<file path="src/rtl/ldu_pkg.sv">
package ldu_pkg;

  // Number of decode-stage source operands examined.
  localparam int NUM_SRC = 2;
  // Source slot that carries store data (exempt from stalling on stores).
  localparam int STORE_DATA_SLOT = 1;

  // Bit positions in the execute-stage control word cleared by a bubble.
  localparam int CTRL_REG_WR_BIT = 0;
  localparam int CTRL_MEM_WR_BIT = 1;

  // Front-end action chosen for the current cycle.
  typedef enum logic [1:0] {
    ACT_RUN    = 2'd0,
    ACT_STALL  = 2'd1,
    ACT_SQUASH = 2'd2
  } fe_action_t;

endpackage

</file>
<file path="src/rtl/ldu_src_match.sv">
module ldu_src_match #(
  parameter int REG_W = 5
) (
  input  logic             ld_valid,
  input  logic [REG_W-1:0] ld_dst,
  input  logic [REG_W-1:0] src,
  input  logic             src_used,
  output logic             hit
);

  logic dst_nonzero;

  always_comb begin
    dst_nonzero = |ld_dst;
    hit = ld_valid && dst_nonzero && src_used && (src == ld_dst);
  end

endmodule

</file>
<file path="src/rtl/ldu_detect.sv">
module ldu_detect
  import ldu_pkg::*;
#(
  parameter int REG_W = 5
) (
  input  logic               clk,
  input  logic               rst,
  input  logic               ex_mem_rd,
  input  logic [REG_W-1:0]   ex_dst,
  input  logic [REG_W-1:0]   src_a,
  input  logic [REG_W-1:0]   src_b,
  input  logic [NUM_SRC-1:0] src_used,
  input  logic               is_store,
  output logic               hazard
);

  logic [NUM_SRC-1:0][REG_W-1:0] src_vec;
  logic [NUM_SRC-1:0]            eff_used;
  logic [NUM_SRC-1:0]            slot_hit;

  always_comb begin
    src_vec[0] = src_a;
    src_vec[1] = src_b;
  end

  // Each slot gets its own comparator; the store-data slot is masked on stores.
  for (genvar s = 0; s < NUM_SRC; s++) begin : g_slot
    if (s == STORE_DATA_SLOT) begin : g_store_masked
      always_comb eff_used[s] = src_used[s] && !is_store;
    end else begin : g_plain
      always_comb eff_used[s] = src_used[s];
    end

    ldu_src_match #(.REG_W(REG_W)) u_match (
      .ld_valid (ex_mem_rd),
      .ld_dst   (ex_dst),
      .src      (src_vec[s]),
      .src_used (eff_used[s]),
      .hit      (slot_hit[s])
    );
  end

  always_comb hazard = |slot_hit;

  AST_NO_HAZ_WITHOUT_LOAD: assert property (@(posedge clk) disable iff (rst)
    !ex_mem_rd |-> !hazard);

  AST_ZERO_DST_NO_HAZ: assert property (@(posedge clk) disable iff (rst)
    (ex_dst == '0) |-> !hazard);

  AST_UNUSED_NO_HAZ: assert property (@(posedge clk) disable iff (rst)
    (src_used == '0) |-> !hazard);

  AST_STORE_DATA_EXEMPT: assert property (@(posedge clk) disable iff (rst)
    (is_store && !src_used[0]) |-> !hazard);

endmodule

</file>
<file path="src/rtl/ldu_arbiter.sv">
module ldu_arbiter
  import ldu_pkg::*;
(
  input  logic clk,
  input  logic rst,
  input  logic hazard,
  input  logic flush_req,
  output logic pc_we,
  output logic ifid_we,
  output logic bubble
);

  fe_action_t act;

  // Flush has priority so a wrong-path instruction is squashed, never held.
  always_comb begin
    if (flush_req)   act = ACT_SQUASH;
    else if (hazard) act = ACT_STALL;
    else             act = ACT_RUN;
  end

  always_comb begin
    pc_we   = 1'b1;
    ifid_we = 1'b1;
    bubble  = 1'b0;
    unique case (act)
      ACT_STALL: begin
        pc_we   = 1'b0;
        ifid_we = 1'b0;
        bubble  = 1'b1;
      end
      ACT_SQUASH: bubble = 1'b1;
      default: ;
    endcase
  end

  AST_FLUSH_WINS: assert property (@(posedge clk) disable iff (rst)
    flush_req |-> (pc_we && ifid_we && bubble));

  AST_HAZARD_FREEZES: assert property (@(posedge clk) disable iff (rst)
    (hazard && !flush_req) |-> (!pc_we && !ifid_we && bubble));

  AST_FREEZE_HAS_BUBBLE: assert property (@(posedge clk) disable iff (rst)
    !pc_we |-> (bubble && !ifid_we));

endmodule

</file>
<file path="src/rtl/ldu_idex_ctrl.sv">
module ldu_idex_ctrl
  import ldu_pkg::*;
#(
  parameter int CTRL_W = 8
) (
  input  logic              clk,
  input  logic              rst,
  input  logic              bubble,
  input  logic [CTRL_W-1:0] ctrl_in,
  output logic [CTRL_W-1:0] ctrl_q
);

  localparam logic [CTRL_W-1:0] KILL_MASK =
    CTRL_W'((1 << CTRL_REG_WR_BIT) | (1 << CTRL_MEM_WR_BIT));

  logic [CTRL_W-1:0] ctrl_d;

  for (genvar b = 0; b < CTRL_W; b++) begin : g_bit
    if (KILL_MASK[b]) begin : g_kill
      always_comb ctrl_d[b] = ctrl_in[b] && !bubble;
    end else begin : g_pass
      always_comb ctrl_d[b] = ctrl_in[b];
    end
  end

  always_ff @(posedge clk) begin
    if (rst) ctrl_q <= '0;
    else     ctrl_q <= ctrl_d;
  end

  AST_BUBBLE_NO_WRITES: assert property (@(posedge clk) disable iff (rst)
    bubble |=> (!ctrl_q[CTRL_REG_WR_BIT] && !ctrl_q[CTRL_MEM_WR_BIT]));

  AST_PASS_BITS_KEPT: assert property (@(posedge clk) disable iff (rst)
    1'b1 |=> ((ctrl_q & ~KILL_MASK) == ($past(ctrl_in) & ~KILL_MASK)));

  AST_RESET_CLEARS: assert property (@(posedge clk)
    rst |=> (ctrl_q == '0));

endmodule

</file>
<file path="src/rtl/ldu_stall_ctrl.sv">
module ldu_stall_ctrl
  import ldu_pkg::*;
#(
  parameter int REG_W  = 5,
  parameter int CTRL_W = 8
) (
  input  logic              clk,
  input  logic              rst,
  input  logic              ex_mem_rd,
  input  logic [REG_W-1:0]  ex_dst,
  input  logic [REG_W-1:0]  id_rs,
  input  logic [REG_W-1:0]  id_rt,
  input  logic [1:0]        id_src_used,
  input  logic              id_is_store,
  input  logic              flush_req,
  input  logic [CTRL_W-1:0] id_ctrl,
  output logic              pc_we,
  output logic              ifid_we,
  output logic              idex_bubble,
  output logic [CTRL_W-1:0] idex_ctrl_q
);

  logic hazard;

  ldu_detect #(.REG_W(REG_W)) u_detect (
    .clk       (clk),
    .rst       (rst),
    .ex_mem_rd (ex_mem_rd),
    .ex_dst    (ex_dst),
    .src_a     (id_rs),
    .src_b     (id_rt),
    .src_used  (id_src_used),
    .is_store  (id_is_store),
    .hazard    (hazard)
  );

  ldu_arbiter u_arb (
    .clk       (clk),
    .rst       (rst),
    .hazard    (hazard),
    .flush_req (flush_req),
    .pc_we     (pc_we),
    .ifid_we   (ifid_we),
    .bubble    (idex_bubble)
  );

  ldu_idex_ctrl #(.CTRL_W(CTRL_W)) u_idex (
    .clk     (clk),
    .rst     (rst),
    .bubble  (idex_bubble),
    .ctrl_in (id_ctrl),
    .ctrl_q  (idex_ctrl_q)
  );

endmodule

</file>
<file path="config.mk">
export PLATFORM = sky130hd
export DESIGN_NAME = ldu_stall_ctrl
export DESIGN_NICKNAME = d
export VERILOG_FILES = /design/src/rtl/ldu_pkg.sv /design/src/rtl/ldu_src_match.sv /design/src/rtl/ldu_detect.sv /design/src/rtl/ldu_arbiter.sv /design/src/rtl/ldu_idex_ctrl.sv /design/src/rtl/ldu_stall_ctrl.sv
export SDC_FILE = /design/constraint.sdc
export NUM_CORES = 1
export LEC_CHECK = 0
export BUFFER_PORTS_ARGS = -buffer_cell sky130_fd_sc_hd__buf_4
export CAP_MARGIN = 20
export CORE_AREA = 2 2 39 41
export CTS_CLUSTER_SIZE = 30
export DETAILED_ROUTE_END_ITERATION = 10
export DIE_AREA = 0 0 41 43
export PLACE_DENSITY = 0.72
export SLEW_MARGIN = 20
export SYNTH_ARGS = -nofsm -noshare
export SYNTH_HDL_FRONTEND = slang
export SYNTH_SLANG_ARGS = --single-unit
</file>
<file path="constraint.sdc">
create_clock -name clk -period 1.5 [get_ports clk]
set_input_delay 0.225 -clock clk [delete_from_list [all_inputs] [get_ports clk]]
set_output_delay 0.225 -clock clk [all_outputs]
set_load 0.05 [all_outputs]
</file>
# Word-level counts from Yosys, hierarchy flattened
# Index checks and enable logic that the tools add are counted.
# Widths: inputs -> output; s select.
totals:
  regBits: 8
  inputBits: 30
op_classes:
  eq_ne: 4
  muxes: 4
  reduce_logical: 13
ops:
  columns: ["op", "n"]
  rows:
  - ["$eq 5x5->1", 2]
  - ["$logic_and 1x1->1", 8]
  - ["$reduce_or 5->1", 1]
  - ["$reduce_or 2->1", 2]
  - ["$mux 1", 3]
  - ["$eq 2x1->1 const B", 1]
  - ["$eq 2x2->1 const B", 1]
  - ["$logic_not 1->1", 2]
  - ["$mux 2", 1]

# Depth between registers and ports, before layout
# Gate-level depths: netlist (run 1).
depth:
  depth_word: 12
  depth_mapped: 5
  depth_no_buf: 4

# By module
# From an unflattened synthesis (run 1), not the netlist that was laid out.
unflattened:
  hier_cells: 41
  hier_area_um2: 397.9
modules_own_cells:
  columns: ["module", "instances", "cells_per_inst", "area_each_um2", "seq_area_each_um2"]
  rows:
  - ["ldu_idex_ctrl", 1, 16, 212.7, 160.2]
  - ["ldu_src_match", 2, 10, 76.3, 0.0]
  - ["ldu_arbiter", 1, 3, 20.0, 0.0]
  - ["ldu_detect", 1, 2, 12.5, 0.0]

# Least setup slack after synthesis (run 1)
# OpenSTA, ideal clock, no wires.
synth_path:
  path_kind: "input -> output"
  startpoint: "in ex_dst[1]"
  endpoint: "out pc_we"
  arrival_ns: 1.687
  path_slack_ns: -0.412
  stages: 4
  n_path_buf: 1
  path_cell_list: "or4_1 > o21a_1 > nand3b_1 > buf_4"
synth_via:
  elab_chain_cells: 9
  word_cells_on_any_way: 13
synth_lines:
  columns: ["element", "line", "source"]
  rows:
  - ["start, declared", "ldu_stall_ctrl.sv:10", "input logic [REG_W-1:0] ex_dst,"]
  - ["$reduce_or 5->1", "ldu_src_match.sv:14", "dst_nonzero = |ld_dst;"]
  - ["$logic_and 1x1->1 (3 in a row)", "ldu_src_match.sv:15", "hit = ld_valid && dst_nonzero && src_used && (src == ld_dst);"]
  - ["$reduce_or 2->1 *", "ldu_detect.sv:43", "always_comb hazard = |slot_hit;"]
  - ["$mux 1 *", "ldu_arbiter.sv:18", "else if (hazard) act = ACT_STALL;"]
  - ["$mux 2 *", "ldu_arbiter.sv:17", "if (flush_req) act = ACT_SQUASH;"]
  - ["$eq 2x1->1 *", null, null]
  - ["$mux 1 *", null, null]
  - ["end, declared", "ldu_stall_ctrl.sv:17", "output logic pc_we,"]
# Mark *: on every way between the ends. The rest lies on a longest branch, timed or not.

# Worst setup path in the final report (run 1)
layout_path:
  startpoint: "in ex_dst[3]"
  endpoint: "out idex_bubble"
layout_via:
  elab_chain_cells: 10
  word_cells_on_any_way: 15
layout_lines:
  columns: ["element", "line", "source"]
  rows:
  - ["$reduce_or 5->1", "ldu_src_match.sv:14", null]
  - ["$logic_and 1x1->1 (3 in a row)", "ldu_src_match.sv:15", null]
  - ["$reduce_or 2->1 *", "ldu_detect.sv:43", null]
  - ["$mux 1 *", "ldu_arbiter.sv:18", null]
  - ["$mux 2 *", "ldu_arbiter.sv:17", null]
  - ["$eq 2x1->1 or $eq 2x2->1 (tied branches)", "ldu_arbiter.sv:26", "unique case (act)"]
  - ["$reduce_or 2->1 (no source line) *", null, null]
  - ["$mux 1 *", "ldu_arbiter.sv:26", null]
  - ["end, declared", "ldu_stall_ctrl.sv:19", "output logic idex_bubble,"]
# Marked as above.

==> results of run 1 <==
## cells by family (layout without fill, tap and decap cells)
logic type | after synthesis | count (layout) | synth area share [%]
flops | 8 | 8 | 41.4
buf+inv | 3 | 50 | 3.88
compound gates | 5 | 5 | 12.3
simple gates | 12 | 12 | 19.7
xor+xnor | 10 | 10 | 22.7
## critical path: cells and delay by family
kind / cells / cell delay [ps]
AND/OR/NAND/NOR: 1 / 520
buffers and inverters: 2 / 240
AO/OA/AOI/OAI: 2 / 410
## metrics by stage
step | TNS, ps | util, % | instance area, um^2 | hold slack (ps)
final | -298 | 57.2 | 792 | 173
after floorplan | -495 | - | 390 | 294
after detailed placement | -759 | 53.3 | 737 | 431
after global placement | -623 | 53.3 | 737 | 425
after CTS | -399 | 56.8 | 786 | 164
after global routing | -366 | 57.2 | 792 | 175
## worst max-delay path by stage
stage                     startpoint          endpoint  cells past startpoint
final                      ex_dst[3]       idex_bubble                      5
after global routing       ex_dst[3]       idex_bubble                      5
after CTS                  ex_dst[3]       idex_bubble                      5
after detailed placement   ex_dst[1]  u_idex.ctrl_q[1]                      5
after global placement     ex_dst[1]       idex_bubble                      5
after floorplan            ex_dst[1]             pc_we                      4
## per-layer routing
metal  part of all wire [%]  routed length [um]  vias to the layer above
met2                     53                 544                       26
met5                      0                   0                        -
met4                    2.0                  21                        0
met1                     32                 327                      195
met3                     13                 135                        2
li1                       -                   -                      225
## power groups by stage
stage               clock network [W]  logic (W)  registers, W
CTS                          0.000166   0.000196      0.000227
global placement                    0   0.000187      0.000230
global route                 0.000179   0.000209      0.000227
detailed placement                  0   0.000190      0.000231
finish                       0.000157   0.000196      0.000227
floorplan                           0  0.0000498      0.000269
## timing repair
item | CTS | global route
resized for setup | 7 | 1
setup endpoints to repair | 3 | 3
pin swaps | 3 | 3
## cell type report
class	count	area (um^2)
sequential	8	160
inverter	2	7.51
multi-input combinational	27	221
fill	134	592
clock buffer	3	22.5
tap	16	20.0
timing repair buffer	45	360
## layout by cell type (no fill, tap or decap)
cell type,instances
a2111oi_2,1
o21a_1,1
a21o_2,1
xnor2_1,10
o22ai_2,1
nand3b_1,2
dfxtp_1,8
nand4_1,2
buf_8,1
buf_6,4
buf_4,40
nor2b_1,6
clkbuf_4,3
or4_4,1
a2111oi_1,1
nand2_1,1
inv_1,2
==> summary.txt, run 1 <==
Synth
  – Synth Instances: 38
  – Top cells by count, synth: 10 x xnor2_1, 8 x dfxtp_1, 6 x nor2b_1
  – Mapped Avg Cell Area: 10.2 um^2
  – FF+latch count, synth: 8
  – Share of the synthesized area in the top cell type: 41.4%
  – Net Count, Synth: 68
  – Sequential area share after synthesis: 41.4%
  – Number of distinct library cells after synthesis: 14
  – EDFF count, synth: 0
  – Ys async rst share: 0%
  – Top post-synthesis cells by area: dfxtp_1 41%, xnor2_1 23%, nor2b_1 9.7%
  – Dominant cell type by area after synthesis: dfxtp_1
  – Ys Warns: 0
  – Most frequent cell after synthesis: xnor2_1
  – Top FF cell, synth: dfxtp_1
  – Synth Cell Area: 387 um^2

Outcome
  – Status: finished, violations left
  – Failing checks: negative setup slack

Layout
  – Final cell count without fillers: 101
  – Inserted Diodes: 0
  – Top Registers: u_idex.ctrl_q (8)
  – Max FFs per register: 8
  – Share of layout cells above drive strength 1: 61.2%
  – Area Growth Syn to Fin: 105%
  – Biggest register: u_idex.ctrl_q
  – Post-layout nets: 117

Min path
  – Worst Hold Path EP: u_idex.ctrl_q[0]
  – Hold crit path type: in2reg
  – Hold Path Depth: 2
  – Start point of the worst hold path: flush_req

Setup path
  – Kind of critical path: in2out
  – Crit start category: input port
  – Crit-path cells: buf_6 -> or4_4 -> o21a_1 -> a21o_2 -> buf_8
  – Critical path's largest stage delay: 520 ps
  – Worst Path Arrival: 1390 ps
  – Worst EP required: 1270 ps
  – Worst Setup End Kind: output pin
  – CP max stage cell: or4_4
  – Worst Path Max Fanout: 3

CTS
  – CTS Sinks: 8
  – Clock Root Buffer: clkbuf_4
  – Post-CTS Repair Setup Buffers: 0
  – Clock transition at path regs: 50 ps
  – CTS tree: built
  – Total CTS buffers: 3
  – Post-CTS Hold Fix Bufs: 0
  – H-tree Lvls: 1
  – Clk buf depth: 2

Pwr
  – Max VDD drop: 0.477 mV
  – Pleak: 0.371 nW
  – Power per cell area: 732 mW/mm^2
  – Clock Power Share: 27.1%
  – Net switching power: 0.000159 W
  – Tot Pwr: 0.000580 W
  – Comb pwr share: 33.8%
  – Flop pwr share: 39.1%
  – Net Sw Frac: 27.5%
  – Internal power: 0.000420 W

Detailed routing
  – Final ANT Viol Nets: 0
  – Vias per cell: 4.44
  – WL final: 1030 um
  – # DRC: 0
  – Via count: 448
  – DRT Pass-1 Iters: 1
  – DR WL/cell: 10.2 um
  – First DRT Iteration DRCs: 0

GRT
  – Initial antenna violation count: 0
  – Vias in the first global route: 426
  – Met3 global-route usage: 3.14%
  – Overall routing resource usage: 13.0%
  – Fraction of met2 tracks used by global routing: 23.8%
  – Largest net degree at the start of global routing: 9
  – First-pass GRT wire length: 1510 um
  – Remaining global-route overflow: 0
  – Met1 Track Usage GR: 10.4%
  – Top Usage Layer GRT: met2

STA
  – Worst-Margin Slew: 311 ps
  – Final hold violations: 0
  – Slew Limit Fails: 0
  – Rel. slew slack: 79.2%
  – RSZ-0062 raised after global routing: true
  – Final Setup Violations: 3
  – Final setup margin: -119 ps
  – Max Clock Freq: 618 MHz
  – Final min period: 1620 ps
  – Final cycle utilization of the critical path: 108%

Floorplanning
  – Die width: 41 um
  – Core area: 0.00138 mm^2
  – # rows: 14
  – Initial Util: 27.9%
  – DIE AREA: 0.00176 mm^2
  – Boundary pin count: 41
  – Die H: 43 um

Placed design
  – DP HPWL: 888 um
  – GPL Wtd Cong: 0.672
  – Port bufs: 40
  – Place WS: -202 ps
  – DP Cell Count: 98

Flow run
  – Max-Cap Viols: 0
Power figures use the tool's default switching activity.
==> run 2, diff against run 1 <==
CELL_PAD_IN_SITES_DETAIL_PLACEMENT = 0   (was unset)
CELL_PAD_IN_SITES_GLOBAL_PLACEMENT = 1   (was unset)
CORE_AREA = unset   (was 2 2 39 41)
CORE_UTILIZATION = 22   (was unset)
CTS_BUF_LIST = sky130_fd_sc_hd__clkbuf_4 sky130_fd_sc_hd__clkbuf_8   (was unset)
DIE_AREA = unset   (was 0 0 41 43)
PLACE_DENSITY = 0.8   (was 0.72)
clock period = 1.6 ns   (was 1.5 ns; I/O delays follow)
==> run 2 against run 1 <==
Against the previous run:
- the flow still finishes with violations (negative setup slack)
- sequential share of layout area up 0.096 points
- flip-flop and latch count stayed put
- core utilization is 7.2 points lower
- via count down 0.67%
- non-clock buffer count did not move
- routed wire length up 10%
- global-route usage down 0.52 points
==> summary.txt, run 2 (synthesis results as in run 1) <==
GRT
  – Remaining global-route overflow: 0 (unchanged)
  – Vias in the first global route: 425 (-0.23%)
  – Largest net degree at the start of global routing: 9 (unchanged)
  – Initial antenna violation count: 0 (unchanged)
  – Overall routing resource usage: 12.5% (-0.52 points)
  – First-pass GRT wire length: 1700 um (+13%)

STA
  – Max Clock Freq: 610 MHz
  – Final cycle utilization of the critical path: 102%
  – Final min period: 1640 ps
  – Final setup margin: -39.2 ps (+80.2 ps)
  – Worst-Margin Slew: 308 ps (-3.45 ps)
  – RSZ-0062 raised after global routing: true
  – Final hold violations: 0 (unchanged)
  – Rel. slew slack: 79.4% (+0.23 points)
  – Fin Hold WS: 192 ps (+19.4 ps)
  – Final Setup Violations: 3 (unchanged)
  – Slew Limit Fails: 0 (unchanged)

Pwr
  – Pleak: 0.369 nW (-0.37%)
  – Max VDD drop: 0.446 mV (-6.5%)
  – Tot Pwr: 0.000541 W (-6.6%)
  – Power per cell area: 687 mW/mm^2 (-6.2%)

Setup path
  – Worst EP required: 1360 ps (+90 ps)
  – Kind of critical path: in2out
  – Worst Setup End Kind: output pin
  – Worst Path Arrival: 1400 ps (about the same)
  – Worst Path Max Fanout: 3 (unchanged)
  – Critical Path Source: ex_dst[1]
  – Crit start category: input port

Detailed routing
  – DRT Pass-1 Iters: 5 (+4)
  – Via count: 445 (-0.67%)
  – First DRT Iteration DRCs: 3 (+3)
  – Final ANT Viol Nets: 0 (unchanged)
  – WL final: 1130 um (+10%)
  – # DRC: 0 (unchanged)
  – DR WL/cell: 11.2 um (+10%)
  – Vias per cell: 4.41 (-0.67%)

Layout
  – Area Growth Syn to Fin: 104%
  – Biggest register: u_idex.ctrl_q
  – Sequential cell area: 160 um^2 (unchanged)
  – Most frequent cells in the layout: 40 x buf_4, 10 x xnor2_1, 8 x dfxtp_1
  – Max FFs per register: 8 (unchanged)
  – Footprint of the multi-input gates: 221 um^2 (unchanged)
  – Top Registers: u_idex.ctrl_q (8)
  – Most common cell after layout, fill and taps aside: buf_4
  – Share of layout cells above drive strength 1: 61.2% (unchanged)
  – Post-layout nets: 117 (unchanged)
  – Inserted Diodes: 0 (unchanged)
  – Fin area: 788 um^2 (-0.47%)
  – Fill cells: 158 (+18%)

Min path
  – Start point of the worst hold path: flush_req
  – Hold Path Depth: 2 (unchanged)
  – Worst Hold Path EP: u_idex.ctrl_q[0]
  – Hold crit path type: in2reg

CTS
  – Clk buf depth: 2 (unchanged)
  – CTS tree: built
  – Clock transition at path regs: 50 ps (about the same)
  – H-tree Lvls: 1 (unchanged)
  – Post-CTS Hold Fix Bufs: 0 (unchanged)
  – Clock Root Buffer: clkbuf_4
  – Total CTS buffers: 3 (unchanged)
  – CTS Sinks: 8 (unchanged)

Floorplanning
  – Initial Util: 24.5% (-3.4 points)
  – # rows: 14 (unchanged)
  – Core area: 0.00158 mm^2 (+14%)
  – Die width: 43.9 um (+7.1%)
  – Boundary pin count: 41 (unchanged)
  – DIE AREA: 0.00193 mm^2 (+9.4%)
  – Die H: 43.9 um (+2.1%)

Flow run
  – Max-Cap Viols: 0 (unchanged)

Placed design
  – Port bufs: 40 (unchanged)
  – GPL Wtd Cong: 0.757 (+13%)
  – DP HPWL: 979 um (+10%)
  – Post-placement cell area: 737 um^2 (unchanged)
  – Place WS: -76.9 ps (+125 ps)

Outcome
  – Status: finished, violations left
  – Failing checks: negative setup slack
-- run 2: per-layer routing --
layer  vias up  track usage, %  share of wire, %
li1        224               -                 -
met1       205            10.6                32
met2        14            24.8                61
met3         2            6.25               5.2
met4         0            3.64               1.7
met5         -               0                 0
-- run 2: cell type report --
type / count / share of cell area (%)
sequential: 8 / 20.3
inverter: 2 / 0.952
clock buffer: 3 / 2.86
timing repair buffer: 45 / 45.2
tap: 16 / 2.54
multi-input combinational: 27 / 28.1
-- run 2: worst max-delay path by stage --
stage	to	slack, ps	cells past startpoint
finish	idex_bubble	-40	5
global route	idex_bubble	-60	5
CTS	idex_bubble	-30	5
detailed placement	idex_bubble	-80	5
global placement	idex_bubble	-60	5
floorplan	pc_we	-300	4
-- run 2: through the flow --
stage | cells | utilization [%] | setup TNS [ps]
global placement | 98 | 46.7 | -143
finish | 101 | 50.0 | -85.5
floorplan | 38 | - | -355
global route | 101 | 50.0 | -167
CTS | 101 | 49.8 | -70.9
detailed placement | 98 | 46.7 | -216
-- run 2: critical path, stage by stage --
cell and delay (ps):
buf_6 90, or4_4 510, o21a_1 210, a21o_2 200, buf_6 150
-- run 2: power by group --
group          switching, W  leakage, nW  total (W)  internal [W]
Combinational     0.0000857        0.289   0.000184     0.0000979
Sequential       0.00000242       0.0664   0.000212      0.000210
Clock             0.0000600       0.0138   0.000145     0.0000852
-- run 2: timing repair --
action / CTS / global route
setup buffers: 0 / 0
endpoints found under the hold margin: 0 / 0
pin swaps: 0 / 1
endpoints found under the setup margin: 3 / 3
resized for setup: 6 / 1
==> run 3, diff against run 2 <==
MAX_ROUTING_LAYER = met4   (was unset)
SKIP_CTS_REPAIR_TIMING = 1   (was unset)
==> run 3 against run 2 <==
Against the previous run:
- critical path depth unchanged
- via count rose by 0.90%
- count of clock-buffer cells in the layout stayed put
- routed wire length rose by 3.4%
- final cell count stayed put
- flip-flop and latch count unchanged
- maximum frequency is 2.3% lower
- total power is 0.33% higher
- critical endpoint unchanged
- first-iteration DRC count shrank 33%
- sequential share of layout area fell by 0.096 points
- the flow still finishes with violations (negative setup slack)
- largest cell class unchanged
- worst setup slack got worse by 39 ps
- die area stayed put
- critical path type unchanged
==> summary.txt, run 3 (synthesis results as in run 1) <==
Placed design
  – Port bufs: 40 (unchanged)
  – Post-placement cell area: 737 um^2 (unchanged)
  – DP HPWL: 979 um (unchanged)
  – GPL Wtd Cong: 0.767 (+1.3%)
  – DP Cell Count: 98 (unchanged)
  – Place WS: -76.9 ps (unchanged)

STA
  – Worst-Margin Slew: 306 ps (-1.27 ps)
  – Slew Limit Fails: 0 (unchanged)
  – Final hold violations: 0 (unchanged)
  – Max Clock Freq: 596 MHz (-2.3%)
  – Rel. slew slack: 79.5% (+0.085 points)
  – Final Setup Violations: 3 (unchanged)
  – Final setup margin: -77.8 ps (-38.5 ps)
  – RSZ-0062 raised after global routing: true
  – Final min period: 1680 ps (+38.5 ps)
  – Final cycle utilization of the critical path: 105% (+2.4 points)

Pwr
  – Power per cell area: 685 mW/mm^2 (-0.15%)
  – Max VDD drop: 0.446 mV (about the same)
  – Pleak: 0.371 nW (+0.42%)
  – Tot Pwr: 0.000543 W (+0.33%)

Layout
  – Max FFs per register: 8 (unchanged)
  – Area Growth Syn to Fin: 105%
  – Final cell count without fillers: 101 (unchanged)
  – Fin area: 792 um^2 (+0.48%)
  – Most frequent cells in the layout: 40 x buf_4, 10 x xnor2_1, 8 x dfxtp_1
  – Post-layout nets: 117 (unchanged)
  – Share of layout cells above drive strength 1: 61.2% (unchanged)
  – Util after Layout: 50.2% (+0.24 points)
  – Biggest register: u_idex.ctrl_q
  – Inserted Diodes: 0 (unchanged)
  – Footprint of the multi-input gates: 221 um^2 (unchanged)
  – Sequential cell area: 160 um^2 (unchanged)
  – Top Registers: u_idex.ctrl_q (8)
  – Fill cells: 156 (-1.3%)
  – Most common cell after layout, fill and taps aside: buf_4

Setup path
  – Worst EP required: 1360 ps (about the same)
  – Worst Path Max Fanout: 3 (unchanged)
  – Crit start category: input port
  – Critical Path Source: ex_dst[3]
  – Worst Path Arrival: 1440 ps (+40 ps)
  – Kind of critical path: in2out
  – Crit path to: idex_bubble
  – Worst Setup End Kind: output pin

Min path
  – Hold Path Depth: 2 (unchanged)
  – Hold crit path type: in2reg

Floorplanning
  – Die H: 43.9 um (unchanged)
  – Core area: 0.00158 mm^2 (unchanged)
  – Die width: 43.9 um (unchanged)
  – # rows: 14 (unchanged)
  – DIE AREA: 0.00193 mm^2 (unchanged)
  – Initial Util: 24.5% (unchanged)
  – Boundary pin count: 41 (unchanged)

Outcome
  – Status: finished, violations left
  – Failing checks: negative setup slack

GRT
  – Remaining global-route overflow: 0 (unchanged)
  – Overall routing resource usage: 12.6% (+0.12 points)
  – Initial antenna violation count: 0 (unchanged)
  – First-pass GRT wire length: 1700 um (-0.41%)
  – Largest net degree at the start of global routing: 9 (unchanged)
  – Vias in the first global route: 429 (+0.94%)

Detailed routing
  – WL final: 1170 um (+3.4%)
  – Via count: 449 (+0.90%)
  – # DRC: 0 (unchanged)
  – DRT Pass-1 Iters: 5 (unchanged)
  – Vias per cell: 4.45 (+0.90%)
  – Final ANT Viol Nets: 0 (unchanged)
  – First DRT Iteration DRCs: 2 (-1)
  – DR WL/cell: 11.6 um (+3.4%)

CTS
  – Clock Root Buffer: clkbuf_4
  – H-tree Lvls: 1 (unchanged)
  – Clk buf depth: 2 (unchanged)
  – Total CTS buffers: 3 (unchanged)
  – Clock transition at path regs: 50 ps (about the same)
  – CTS tree: built
  – CTS Sinks: 8 (unchanged)

Flow run
  – Max-Cap Viols: 0 (unchanged)
[run 3: metrics by stage]
step	hold WS [ps]	setup TNS, ps
final	192	-140
after global routing	181	-240
after CTS	184	-167
after detailed placement	453	-216
after global placement	453	-143
after floorplan	309	-355
[run 3: worst min-delay path by stage]
stage,startpoint,end,slack [ps]
final,flush_req,u_idex.ctrl_q[0],190
after global routing,flush_req,u_idex.ctrl_q[0],180
after CTS,flush_req,u_idex.ctrl_q[0],180
after detailed placement,flush_req,u_idex.ctrl_q[0],450
after global placement,id_ctrl[2],u_idex.ctrl_q[2],450
after floorplan,rst,u_idex.ctrl_q[0],310
[run 3: report_power, final]
group	leakage (nW)	switching [W]	internal, W	total (W)
Sequential	0.0664	0.00000238	0.000210	0.000212
Clock	0.0138	0.0000602	0.0000852	0.000145
Combinational	0.291	0.0000862	0.0000990	0.000185
[run 3: worst max-delay path: stages]
cell    delay (ps)
buf_6           90
or4_4          510
o21a_1         220
a21o_2         230
buf_8          150
[run 3: layout make-up]
class,instances,area share [%]
clock buffers,3,2.84
inverters,2,0.948
flip-flops and latches,8,20.2
repair buffers,45,45.5
multi-input cells,27,28.0
well taps,16,2.53
[run 3: routing by layer]
layer  vias to the layer above  wire [um]  track usage [%]
li1                        225          -                -
met3                         2         59             6.25
met4                         0         19             3.64
met1                       208        373             11.1
met5                         -          0                -
met2                        14        717             23.3
